[config.mk]
export PLATFORM = sky130hd
export DESIGN_NAME = prefix_scan
export DESIGN_NICKNAME = d
export VERILOG_FILES = /design/src/rtl/prefix_scan_pkg.sv /design/src/rtl/prefix_classify.sv /design/src/rtl/prefix_accum.sv /design/src/rtl/prefix_desc_reg.sv /design/src/rtl/prefix_scan.sv
export SDC_FILE = /design/constraint.sdc
export NUM_CORES = 1
export LEC_CHECK = 0
export CAP_MARGIN = 0
export CORE_MARGIN = 2
export CORE_UTILIZATION = 51
export CTS_BUF_LIST = sky130_fd_sc_hd__clkbuf_8 sky130_fd_sc_hd__clkbuf_16
export CTS_CLUSTER_DIAMETER = 200
export DETAILED_ROUTE_END_ITERATION = 10
export PLACE_DENSITY = 0.89
export SETUP_SLACK_MARGIN = 0.4
export SKIP_CTS_REPAIR_TIMING = 1
export SLEW_MARGIN = 20
export SYNTH_ARGS = -nofsm -noshare
export SYNTH_HDL_FRONTEND = slang
export SYNTH_SLANG_ARGS = --single-unit
[constraint.sdc]
create_clock -name clk -period 2.1 [get_ports clk]
set_input_delay 0.21 -clock clk [delete_from_list [all_inputs] [get_ports clk]]
set_output_delay 0.21 -clock clk [all_outputs]
set_load 0.02 [all_outputs]
[src/rtl/prefix_scan_pkg.sv]
package prefix_scan_pkg;

  typedef enum logic [1:0] {
    REP_NONE = 2'd0,
    REP_NE   = 2'd1,
    REP_E    = 2'd2
  } rep_t;

  typedef struct packed {
    logic       legacy;
    logic       rex;
    logic       vex;
    logic       is_lock;
    logic       is_rep;
    logic       is_repne;
    logic       is_seg;
    logic [2:0] seg;
    logic       is_opsz;
    logic       is_addr;
  } cls_t;

  typedef struct packed {
    logic       lock;
    rep_t       rep;
    logic [2:0] seg;
    logic       opsz;
    logic       addr;
    logic       rex_v;
    logic [3:0] rex;
    logic       err;
  } pfx_t;

endpackage

[src/rtl/prefix_classify.sv]
module prefix_classify
  import prefix_scan_pkg::*;
(
  input  logic [7:0] byte_i,
  output cls_t       cls_o
);
  always_comb begin
    cls_o = '0;
    unique case (byte_i)
      8'hF0: cls_o.is_lock  = 1'b1;
      8'hF2: cls_o.is_repne = 1'b1;
      8'hF3: cls_o.is_rep   = 1'b1;
      8'h26: begin cls_o.is_seg = 1'b1; cls_o.seg = 3'd1; end
      8'h2E: begin cls_o.is_seg = 1'b1; cls_o.seg = 3'd2; end
      8'h36: begin cls_o.is_seg = 1'b1; cls_o.seg = 3'd3; end
      8'h3E: begin cls_o.is_seg = 1'b1; cls_o.seg = 3'd4; end
      8'h64: begin cls_o.is_seg = 1'b1; cls_o.seg = 3'd5; end
      8'h65: begin cls_o.is_seg = 1'b1; cls_o.seg = 3'd6; end
      8'h66: cls_o.is_opsz  = 1'b1;
      8'h67: cls_o.is_addr  = 1'b1;
      8'hC4, 8'hC5: cls_o.vex = 1'b1;
      default: ;
    endcase
    cls_o.rex    = (byte_i[7:4] == 4'h4);
    cls_o.legacy = cls_o.is_lock | cls_o.is_rep | cls_o.is_repne |
                   cls_o.is_seg  | cls_o.is_opsz | cls_o.is_addr;
  end
endmodule

[src/rtl/prefix_accum.sv]
module prefix_accum
  import prefix_scan_pkg::*;
#(
  parameter int MAX_LEGACY = 4,
  parameter int CNT_W      = 4
) (
  input  logic             clk,
  input  logic             rst,
  input  logic             take,
  input  logic             clear,
  input  cls_t             cls,
  input  logic [3:0]       rex_bits,
  output pfx_t             st,
  output logic [CNT_W-1:0] total_cnt
);
  localparam int LCNT_W = $clog2(MAX_LEGACY + 1) + 1;
  localparam logic [LCNT_W-1:0] LIMIT = LCNT_W'(MAX_LEGACY);
  localparam logic [CNT_W-1:0]  CMAX  = {CNT_W{1'b1}};

  logic [LCNT_W-1:0] leg_cnt;
  pfx_t              nxt;

  always_comb begin
    nxt = st;
    if (cls.legacy) begin
      if (leg_cnt >= LIMIT) nxt.err = 1'b1;
      if (st.rex_v) begin
        nxt.err   = 1'b1;
        nxt.rex_v = 1'b0;
        nxt.rex   = 4'h0;
      end
    end
    if (cls.is_lock)  nxt.lock = 1'b1;
    if (cls.is_rep)   nxt.rep  = REP_E;
    if (cls.is_repne) nxt.rep  = REP_NE;
    if (cls.is_seg)   nxt.seg  = cls.seg;
    if (cls.is_opsz)  nxt.opsz = 1'b1;
    if (cls.is_addr)  nxt.addr = 1'b1;
    if (cls.rex) begin
      nxt.rex_v = 1'b1;
      nxt.rex   = rex_bits;
    end
  end

  always_ff @(posedge clk) begin
    if (rst || clear) begin
      st        <= '0;
      leg_cnt   <= '0;
      total_cnt <= '0;
    end else if (take) begin
      st <= nxt;
      if (cls.legacy && leg_cnt != {LCNT_W{1'b1}}) leg_cnt <= leg_cnt + 1'b1;
      if (total_cnt != CMAX) total_cnt <= total_cnt + 1'b1;
    end
  end

  // legacy byte after REX must flag and drop the REX
  a_r6_rex_dropped: assert property (@(posedge clk) disable iff (rst)
    (take && !clear && cls.legacy && st.rex_v) |=> (st.err && !st.rex_v));
endmodule

[src/rtl/prefix_desc_reg.sv]
module prefix_desc_reg
  import prefix_scan_pkg::*;
#(
  parameter int CNT_W = 4
) (
  input  logic             clk,
  input  logic             rst,
  input  logic             load,
  input  logic             accept,
  input  pfx_t             pfx_in,
  input  logic             sse_in,
  input  logic             vex_in,
  input  logic [CNT_W-1:0] cnt_in,
  input  logic [7:0]       op_in,
  output logic             valid,
  output logic             lock,
  output logic             rep,
  output logic             repne,
  output logic [2:0]       seg,
  output logic             opsz16,
  output logic             opsz_drop,
  output logic             addr32,
  output logic             rex_v,
  output logic [3:0]       rex,
  output logic             vex,
  output logic [CNT_W-1:0] cnt,
  output logic             err,
  output logic [7:0]       opcode
);
  logic any_rep, drop, vex_bad;
  assign any_rep = (pfx_in.rep != REP_NONE);
  assign drop    = pfx_in.opsz && sse_in && any_rep;
  assign vex_bad = vex_in && (pfx_in.rex_v || pfx_in.opsz || any_rep);

  always_ff @(posedge clk) begin
    if (rst || accept) begin
      valid <= 1'b0; lock <= 1'b0; rep <= 1'b0; repne <= 1'b0;
      seg <= '0; opsz16 <= 1'b0; opsz_drop <= 1'b0; addr32 <= 1'b0;
      rex_v <= 1'b0; rex <= '0; vex <= 1'b0; cnt <= '0; err <= 1'b0;
      opcode <= '0;
    end else if (load) begin
      valid     <= 1'b1;
      lock      <= pfx_in.lock;
      rep       <= (pfx_in.rep == REP_E);
      repne     <= (pfx_in.rep == REP_NE);
      seg       <= pfx_in.seg;
      opsz16    <= pfx_in.opsz && !drop;
      opsz_drop <= drop;
      addr32    <= pfx_in.addr;
      rex_v     <= pfx_in.rex_v;
      rex       <= pfx_in.rex;
      vex       <= vex_in;
      cnt       <= cnt_in;
      err       <= pfx_in.err || vex_bad;
      opcode    <= op_in;
    end
  end

  a_r8_hold: assert property (@(posedge clk) disable iff (rst)
    (valid && !accept) |=> (valid && $stable(opcode) && $stable(err)));
  a_r3_rep_excl: assert property (@(posedge clk) disable iff (rst)
    !(rep && repne));
  a_r4_opsz_excl: assert property (@(posedge clk) disable iff (rst)
    !(opsz16 && opsz_drop));
endmodule

[src/rtl/prefix_scan.sv]
module prefix_scan
  import prefix_scan_pkg::*;
#(
  parameter int MAX_LEGACY = 4,
  parameter int CNT_W      = 4
) (
  input  logic             clk,
  input  logic             rst,
  input  logic             in_valid,
  input  logic [7:0]       in_byte,
  input  logic             sse_class,
  output logic             in_ready,
  output logic             out_valid,
  input  logic             out_ready,
  output logic             d_lock,
  output logic             d_rep,
  output logic             d_repne,
  output logic [2:0]       d_seg,
  output logic             d_opsz16,
  output logic             d_opsz_drop,
  output logic             d_addr32,
  output logic             d_rex_v,
  output logic [3:0]       d_rex,
  output logic             d_vex,
  output logic [CNT_W-1:0] d_count,
  output logic             d_err,
  output logic [7:0]       d_opcode
);
  cls_t             cls;
  pfx_t             st;
  logic [CNT_W-1:0] cnt;
  logic             fire, take_pfx, capture, accept;

  assign in_ready = !out_valid;
  assign fire     = in_valid && in_ready;
  assign take_pfx = fire && (cls.legacy || cls.rex);
  assign capture  = fire && !(cls.legacy || cls.rex);
  assign accept   = out_valid && out_ready;

  prefix_classify u_cls (.byte_i(in_byte), .cls_o(cls));

  prefix_accum #(.MAX_LEGACY(MAX_LEGACY), .CNT_W(CNT_W)) u_acc (
    .clk(clk), .rst(rst), .take(take_pfx), .clear(capture),
    .cls(cls), .rex_bits(in_byte[3:0]), .st(st), .total_cnt(cnt));

  prefix_desc_reg #(.CNT_W(CNT_W)) u_out (
    .clk(clk), .rst(rst), .load(capture), .accept(accept),
    .pfx_in(st), .sse_in(sse_class), .vex_in(cls.vex), .cnt_in(cnt),
    .op_in(in_byte), .valid(out_valid), .lock(d_lock), .rep(d_rep),
    .repne(d_repne), .seg(d_seg), .opsz16(d_opsz16),
    .opsz_drop(d_opsz_drop), .addr32(d_addr32), .rex_v(d_rex_v),
    .rex(d_rex), .vex(d_vex), .cnt(d_count), .err(d_err),
    .opcode(d_opcode));

  a_r8_stall: assert property (@(posedge clk) disable iff (rst)
    out_valid |-> !in_ready);
endmodule

# Word-level counts from Yosys, hierarchy flattened

Index checks and enable logic that the tools add are counted.

Register bits: 51

Add/subtract/negate cells: 2
$lt $le $gt $ge: 1
Equality and inequality tests: 18
Muxes and demuxes: 13
Bitwise gates (word level): 5
Reduce and logical (&&, ||, !) cells: 34

Operator list:

| kind                  | number |
|---|---|
| $eq A8 B8 Y1 const B  | 5 |
| $eq A8 B6 Y1 const B  | 4 |
| $eq A8 B7 Y1 const B  | 4 |
| $pmux W4 S6           | 1 |
| $reduce_and A2 Y1     | 8 |
| $mux W5               | 2 |
| $reduce_bool A2 Y1    | 5 |
| $logic_and A1 B1 Y1   | 9 |
| $add A4 B1 Y4 const B | 2 |
| $ne A4 B4 Y1 const B  | 2 |
| $mux W1               | 7 |
| $logic_or A1 B1 Y1    | 6 |
| $mux W6               | 1 |
| $reduce_and A3 Y1     | 2 |
| $or A1 B1 Y1          | 5 |
| $eq A4 B3 Y1 const B  | 1 |
| $ge A4 B3 Y1 const B  | 1 |
| $mux W2               | 2 |
| $logic_not A1 Y1      | 3 |
| $eq A2 B1 Y1 const B  | 1 |
| $eq A2 B2 Y1 const B  | 1 |
| $reduce_or A2 Y1      | 1 |

# Longest topological paths before layout

Gate-level depths: netlist of run 1.

Depth in word-level cells: 11
Mapped depth: 9
Mapped depth without buffers: 5

# Cells and area by module

Synthesis of run 1 repeated with hierarchy kept, for this count alone.

Cell total of the unflattened synthesis: 234
Area, all modules: 2202.1 um2

By module, submodules not included:

| module          | instances | cells an instance | area each (um2) |
|---|---|---|---|
| prefix_desc_reg | 1         | 102               | 1079.8 |
| prefix_accum    | 1         | 94                | 868.3 |
| prefix_classify | 1         | 32                | 211.5 |
| prefix_scan     | 1         | 6                 | 42.5 |

# Least setup slack after synthesis of run 1

Ideal clock, no wire load.

Path type: register -> register
Start: reg u_acc.leg_cnt[0]
End: reg u_acc.leg_cnt[3]
Arrival: 1.640 ns
Required time: 2.030 ns
Slack: 0.390 ns
Cell stages (with the launch flop): 6
Cell sequence: dfxtp_1 ha_1 and3_2 or4_1 or3_1 a21oi_1

Longest elaborated chain between the ends: 3
Elaborated cells between the ends (all ways): 4

RTL lines:

| item                                                  | RTL line           | RTL |
|---|---|---|
| start, declared                                       | prefix_accum.sv:20 | `logic [LCNT_W-1:0] leg_cnt;` |
| start signal, assigned                                | prefix_accum.sv:52 | `if (cls.legacy && leg_cnt != {LCNT_W{1'b1}}) leg_cnt <= leg_cnt + 1'b1;` |
| branches (longest 3 deep; another with $add A4 B1 Y4) | --                 |  |

Several ways; the timed one is not identified.
A chain may end at the register's enable or synchronous reset.

# Worst setup path after layout of run 1

Start: reg u_out.valid
End: reg u_out.opcode[1]

Longest elaborated chain between the ends: 3
Elaborated cells between the ends (all ways): 5

RTL lines:

| item                   | RTL line              | RTL |
|---|---|---|
| start, declared        | prefix_desc_reg.sv:15 | `output logic valid,` |
| start signal, assigned | prefix_desc_reg.sv:37 | `valid <= 1'b0; lock <= 1'b0; rep <= 1'b0; repne <= 1'b0;` |
| start signal, assigned | prefix_desc_reg.sv:42 | `valid <= 1'b1;` |
| $logic_not A1 Y1       | prefix_scan.sv:34     | `assign in_ready = !out_valid;` |
| $logic_and A1 B1 Y1    | prefix_scan.sv:35     | `assign fire = in_valid && in_ready;` |
| $logic_and A1 B1 Y1    | prefix_scan.sv:37     | `assign capture = fire && !(cls.legacy \|\| cls.rex);` |
| end signal, assigned   | prefix_desc_reg.sv:55 | `opcode <= op_in;` |
| end, declared          | prefix_desc_reg.sv:28 | `output logic [7:0] opcode` |

Parallel ways exist; a longest one is shown, timed or not.

==> results.json, run 1 <==
{
  "status": "complete, no violations",
  "fin_worst_skew_ns": 0.00758,
  "place_inst": 376,
  "drt_iter0_markers": 202,
  "dieArea_um2": 4910,
  "die_width_um": 70.0,
  "slew_violations": 0,
  "synth-main-ff-cell": "dfxtp_1",
  "crit_fanout": 14,
  "via_per_inst": 5.70,
  "num_antenna_cells": 0,
  "synth_nets": 287,
  "core_region_area_um2": 4260,
  "syn_area_um2": 2220,
  "antenna_found_initial": 0,
  "gp_congestion": 0.923,
  "dp.final_hpwl_mm": 3.97,
  "final_common_cell": "nand2_1",
  "grt_remaining_overflow": 0,
  "worstPathRequired_ns": 2.32,
  "die_h_um": 70.0,
  "whs_ns": 0.236,
  "num_rows": 24,
  "finalSetupViolCount": 0,
  "drive_above_1_share": 0.197,
  "fin_nets": 349,
  "critPathLaunchType": "flip-flop",
  "clk_pin_slew_ns": 0.09,
  "cp-end-kind": "flip-flop",
  "max_freq_mhz": 592,
  "mostFrequentLayoutCells": "nand2_1, dfxtp_1, a21oi_1",
  "max-cap-violations": 0,
  "p_per_area_nw_per_um2": 598,
  "fin_tns_setup_ns": 0,
  "cts_buffers": 5,
  "final_util": 0.710,
  "fin_cells": 387,
  "ys_types": 41,
  "hold_violations": 0,
  "leakage_nw": 1.12,
  "synthArstFlopShare": 0,
  "hold_path_class": "input port to flip-flop",
  "fin_crit_ns": 1.69,
  "cts_sinks": 51,
  "dr_total_vias": 2206,
  "syn_area_per_cell_um2": 8.18,
  "worstPathArrival_ns": 1.91,
  "synth_edf_count": 0,
  "gr-usage-all-layers": 0.226,
  "remaining_drc_errors": 0,
  "cts_max_level": 2,
  "syn_inst": 272,
  "numPortBuffers": 42,
  "fin_crit_sh": 0.805,
  "ir_drop_mv": 0.436,
  "root_buffer": "clkbuf_8",
  "ys_warn_count": 0,
  "path_class": "flip-flop to flip-flop",
  "io_pins": 43,
  "drt-total-wl_mm": 6.10,
  "grt_setup_unrepaired": "no",
  "wl_per_cell_um": 15.8,
  "grt_pass1_vias": 1988,
  "placed_cell_area_um2": 2810,
  "ant_nets": 0,
  "synth_seq_cells": 51,
  "area_delta_synth_final_pct": 36.1,
  "cts_tree": "built",
  "final_area_um2": 3030,
  "grt_max_degree": 30,
  "dr.pass1.iters": 4,
  "clock_latency_ns": 0.31,
  "synth-seq-area-share": 0.459,
  "grt_pass1_wl_mm": 8.95,
  "relSlewSlack": 0.669,
  "initial_core_util": 0.522,
  "worst_pin_slew_ns": 0.490,
  "clockBufferDepth": 2
}
-- where the power goes --
part	switching, mW	internal (mW)
logic	0.167	0.117
registers	0.00979	0.982
clock network	0.310	0.225
-- through the flow --
step,setup slack (ns),total power [mW]
after floorplan,0.426,1.16
after global placement,-0.0860,1.27
after detailed placement,-0.140,1.28
after CTS,0.167,1.79
after global routing,0.308,1.88
final,0.410,1.81
-- registers in the layout, indices dropped and copies added (netlist names) --
| register | flops |
|---|---|
| u_out.cnt | 4 |
| u_out.err | 1 |
| u_out.vex | 1 |
| u_out.valid | 1 |
| u_out.rex | 4 |
| u_out.rex_v | 1 |
| u_out.addr32 | 1 |
| u_acc.st | 14 |
| u_out.seg | 3 |
| u_out.opcode | 8 |
| u_acc.total_cnt | 4 |
| u_out.opsz_drop | 1 |
| u_out.opsz16 | 1 |
| u_out.lock | 1 |
| u_out.rep | 1 |
| u_out.repne | 1 |
| u_acc.leg_cnt | 4 |
-- area by class of cell --
| class | instances | area (µm²) |
|---|---|---|
| clock buffers | 5 | 68.8 |
| clock inverters | 3 | 12.5 |
| fillers | 329 | 1240 |
| inverters | 5 | 18.8 |
| multi-input cells | 199 | 1180 |
| flip-flops and latches | 51 | 1030 |
| well taps | 52 | 65.1 |
| repair buffers | 72 | 661 |
-- path summary, 6_finish.rpt --
path / from / end / slack (ns) / cells past startpoint
worst max-delay path: u_out.valid$_SDFFE_PP0P_ / u_out.opcode[1]$_SDFFE_PP0P_ / 0.41 / 5
worst max register to register: u_out.valid$_SDFFE_PP0P_ / u_out.opcode[1]$_SDFFE_PP0P_ / 0.41 / 5
worst min register to register: u_acc.st[1]$_SDFFE_PP0P_ / u_out.rex[0]$_SDFFE_PP0P_ / 0.45 / 2
worst min-delay path: in_byte[3] / u_out.opcode[3]$_SDFFE_PP0P_ / 0.24 / 3
-- synthesized netlist by cell type (2+ instances only) --
cell type	n	share of area
nor2_1	14	0.024
a31oi_1	4	0.011
nor4b_1	2	0.0079
inv_1	5	0.0084
or4_1	3	0.010
a211oi_1	3	0.010
clkbuf_1	4	0.0067
a21oi_1	43	0.097
o221a_2	2	0.010
o21ai_0	10	0.022
and3_1	2	0.0056
mux2i_1	2	0.0090
buf_4	6	0.020
nand2b_1	3	0.0084
nand4b_1	3	0.012
dfxtp_1	51	0.46
nand2_1	59	0.10
nor2b_1	3	0.0084
nor3_1	10	0.022
nand3b_1	2	0.0067
buf_6	2	0.010
nand3_1	6	0.013
ha_1	2	0.011
or3_1	7	0.020
and3_2	2	0.0067
nand4_1	2	0.0056
buf_2	6	0.013
-- cell families (layout without fill, tap and decap cells) --
| group | count (synthesis) | after routing | share of synthesized area |
|---|---|---|---|
| AND/OR/NAND/NOR | 124 | 125 | 0.278 |
| XOR/XNOR | 1 | 1 | 0.00394 |
| multiplexers | 2 | 2 | 0.00900 |
| adder cells (fa/ha/maj) | 2 | 2 | 0.0112 |
| flip-flops | 51 | 51 | 0.459 |
| AO/OA/AOI/OAI | 69 | 69 | 0.179 |
| buffers and inverters | 23 | 85 | 0.0591 |
-- layer usage --
layer,track usage,wire (µm),vias up
li1,-,-,1076
met1,0.264,2640,1044
met2,0.398,3030,63
met3,0.0418,204,23
met4,0.105,233,0
met5,0,0,-
-- worst max-delay path, cell delays in order (launching register included) --
cell and delay (ns):
dfxtp_1 0.34, nand2b_1 0.20, a211oi_2 0.30, and3_2 0.45
nand2_1 0.11, a21oi_1 0.21
Power figures use the tool's default switching activity.
==> inputs of run 2 (changes only) <==
- clock period: 2.1 -> 1.65 ns (I/O delays scaled with it)
==> run 2 against run 1 <==
- the run now ends with setup timing left
- clock skew down 0.0052 ns
- cell area up 14%
- die area unchanged
- first-iteration DRC count up 24%
- sequential power up 27%
- fmax up 2.0%
- highest routed layer unchanged
==> results.json, run 2 (synthesized netlist as in run 1, its figures left out) <==
{
  "switching_power_mw": 0.657,
  "path_class": "flip-flop to flip-flop",
  "crit_chain": "ha_4 -> and3_4 -> or4_4 -> or3_1 -> a21oi_1",
  "drive_above_1_share": 0.307,
  "remaining_drc_errors": 0,
  "initial_core_util": 0.522,
  "wl_per_cell_um": 17.8,
  "drt_iter0_markers": 250,
  "hold_path_depth": 3,
  "dieArea_um2": 4910,
  "fin_worst_skew_ns": 0.00241,
  "whs_ns": 0.107,
  "cts_sinks": 51,
  "antenna_found_initial": 0,
  "num-fill-cells": 265,
  "dr_total_vias": 2430,
  "worstPathArrival_ns": 1.89,
  "cts_tree": "built",
  "dr.pass1.iters": 5,
  "gr-usage-all-layers": 0.227,
  "regToRegStartpoint": "u_acc.leg_cnt[0]$_SDFFE_PP0P_",
  "violations": "setup timing",
  "ir_drop_mv": 0.431,
  "grt_max_degree": 29,
  "rrSetupSlack_ns": -0.007,
  "grt_pass1_wl_mm": 9.07,
  "fin_nets": 363,
  "top_usage_layer": "met2",
  "mostFrequentLayoutCells": "nand2_1, dfxtp_1, a21oi_1",
  "die_width_um": 70.0,
  "drt-total-wl_mm": 7.11,
  "worst_pin_slew_ns": 0.319,
  "multi_input_area_um2": 1350,
  "gp_congestion": 0.879,
  "critPathTopFamily": "simple AND/OR/NAND/NOR gates",
  "die_h_um": 70.0,
  "power.total_mw": 2.54,
  "p_per_area_nw_per_um2": 737,
  "hold_end": "u_out.opcode[6]$_SDFFE_PP0P_",
  "worstPathRequired_ns": 1.88,
  "combPwrFrac": 0.177,
  "cts_max_level": 2,
  "use_met1": 0.281,
  "ant_nets": 0,
  "grt_setup_unrepaired": "yes",
  "final_util": 0.809,
  "root_buffer": "clkbuf_8",
  "rr_endpoint": "u_acc.leg_cnt[3]$_SDFFE_PP0P_",
  "r2r_cells": 5,
  "slowest_delay_ns": 0.42,
  "dp.final_hpwl_mm": 4.20,
  "status": "finished with violations",
  "final_common_cell": "nand2_1",
  "clock_latency_ns": 0.30,
  "num_rows": 24,
  "num_antenna_cells": 0,
  "via_per_inst": 6.08,
  "critPathLaunchType": "flip-flop",
  "regMostFlops": "u_acc.st",
  "hp-start": "in_byte[6]",
  "fin_crit_sh": 1.00,
  "slowest_stage": "or4_4",
  "grt_pass1_vias": 1968,
  "relSlewSlack": 0.785,
  "power_frac_seq": 0.497,
  "clk_pin_slew_ns": 0.09,
  "max-cap-violations": 0,
  "cp_num_buf_inv": 0,
  "hold_path_class": "input port to flip-flop",
  "area_delta_synth_final_pct": 55.1,
  "swShare": 0.258,
  "p_clk_frac": 0.327,
  "final-seq-area_um2": 1030,
  "largestRegisters": "u_acc.st (14), u_out.opcode (8)",
  "placed_cell_area_um2": 3010,
  "fin_crit_ns": 1.66,
  "gr-usage-met2": 0.405,
  "max_freq_mhz": 604,
  "use_met3": 0.0346,
  "final_area_um2": 3450,
  "cts_buffers": 5,
  "cp-end-kind": "flip-flop",
  "grt_remaining_overflow": 0,
  "leakage_nw": 1.74,
  "dp_slack_ns": -0.485,
  "io_pins": 43,
  "numPortBuffers": 42,
  "core_region_area_um2": 4260,
  "slew_violations": 0,
  "largest_reg_flops": 14,
  "clockBufferDepth": 2,
  "hold_violations": 0,
  "worst_slack_ns": -0.00661,
  "p_int_mw": 1.89,
  "crit_fanout": 4,
  "finalSetupViolCount": 1,
  "path_depth": 5
}
## run 2: cell types whose count changed in the layout (fill, tap and decap cells not counted), moves of 3 or more
| cell | change |
|---|---|
| buf_4 | +4 |
| buf_6 | +9 |
| clkdlybuf4s50_1 | -30 |
| dfxtp_1 | -4 |
| dfxtp_2 | +3 |
| dlymetal6s2s_1 | +25 |
| nor3_1 | -7 |
| nor3_2 | +6 |
| o21ai_0 | -5 |
| o21ai_1 | +3 |
## run 2: area by class of cell
| type | instances | share of cell area |
|---|---|---|
| Clock buffer | 5 | 0.0199 |
| Tap cell | 52 | 0.0189 |
| Multi-Input combinational cell | 199 | 0.391 |
| Timing Repair Buffer | 86 | 0.256 |
| Clock inverter | 2 | 0.00979 |
| Inverter | 5 | 0.00544 |
| Sequential cell | 51 | 0.300 |
## run 2: worst max path at each step
stage / slack [ns] / startpoint / to
global placement: -0.39 / in_byte[6] / u_acc.leg_cnt[0]$_SDFFE_PP0P_
detailed placement: -0.48 / in_byte[6] / u_acc.leg_cnt[0]$_SDFFE_PP0P_
CTS: -0.17 / in_byte[6] / u_acc.leg_cnt[0]$_SDFFE_PP0P_
finish: -0.007 / u_acc.leg_cnt[0]$_SDFFE_PP0P_ / u_acc.leg_cnt[3]$_SDFFE_PP0P_
global route: -0.03 / u_acc.leg_cnt[0]$_SDFFE_PP0P_ / u_acc.leg_cnt[3]$_SDFFE_PP0P_
floorplan: 0.12 / u_acc.leg_cnt[1]$_SDFFE_PP0P_ / u_acc.leg_cnt[3]$_SDFFE_PP0P_
## run 2: per-stage QoR
step	TNS, ns	cells
after CTS	-2.63	387
after global routing	-0.0776	400
final	-0.00661	400
after detailed placement	-18.10	380
after global placement	-13.78	380
after floorplan	0	272
## run 2: worst reg2reg max path, delay by kind of cell, from the launching register on
family / cells / cell delay [ns]
flip-flops: 1 / 0.37
adder cells (fa/ha/maj): 1 / 0.16
AO/OA/AOI/OAI: 1 / 0.17
AND/OR/NAND/NOR: 3 / 0.89
## run 2: routing by layer
layer / vias up / wire length (µm)
li1: 1103 / -
met1: 1145 / 2780
met2: 147 / 3480
met3: 35 / 579
met4: 0 / 267
met5: - / 0
## run 2: power groups by stage
stage          clock, mW  sequential [mW]  combinational [mW]
2_1_floorplan          0             1.32               0.213
4_1_cts            0.840             1.27               0.374
3_3_place_gp           0             1.29               0.365
5_1_grt            0.896             1.27               0.472
6_report           0.832             1.26               0.449
3_5_place_dp           0             1.29               0.371
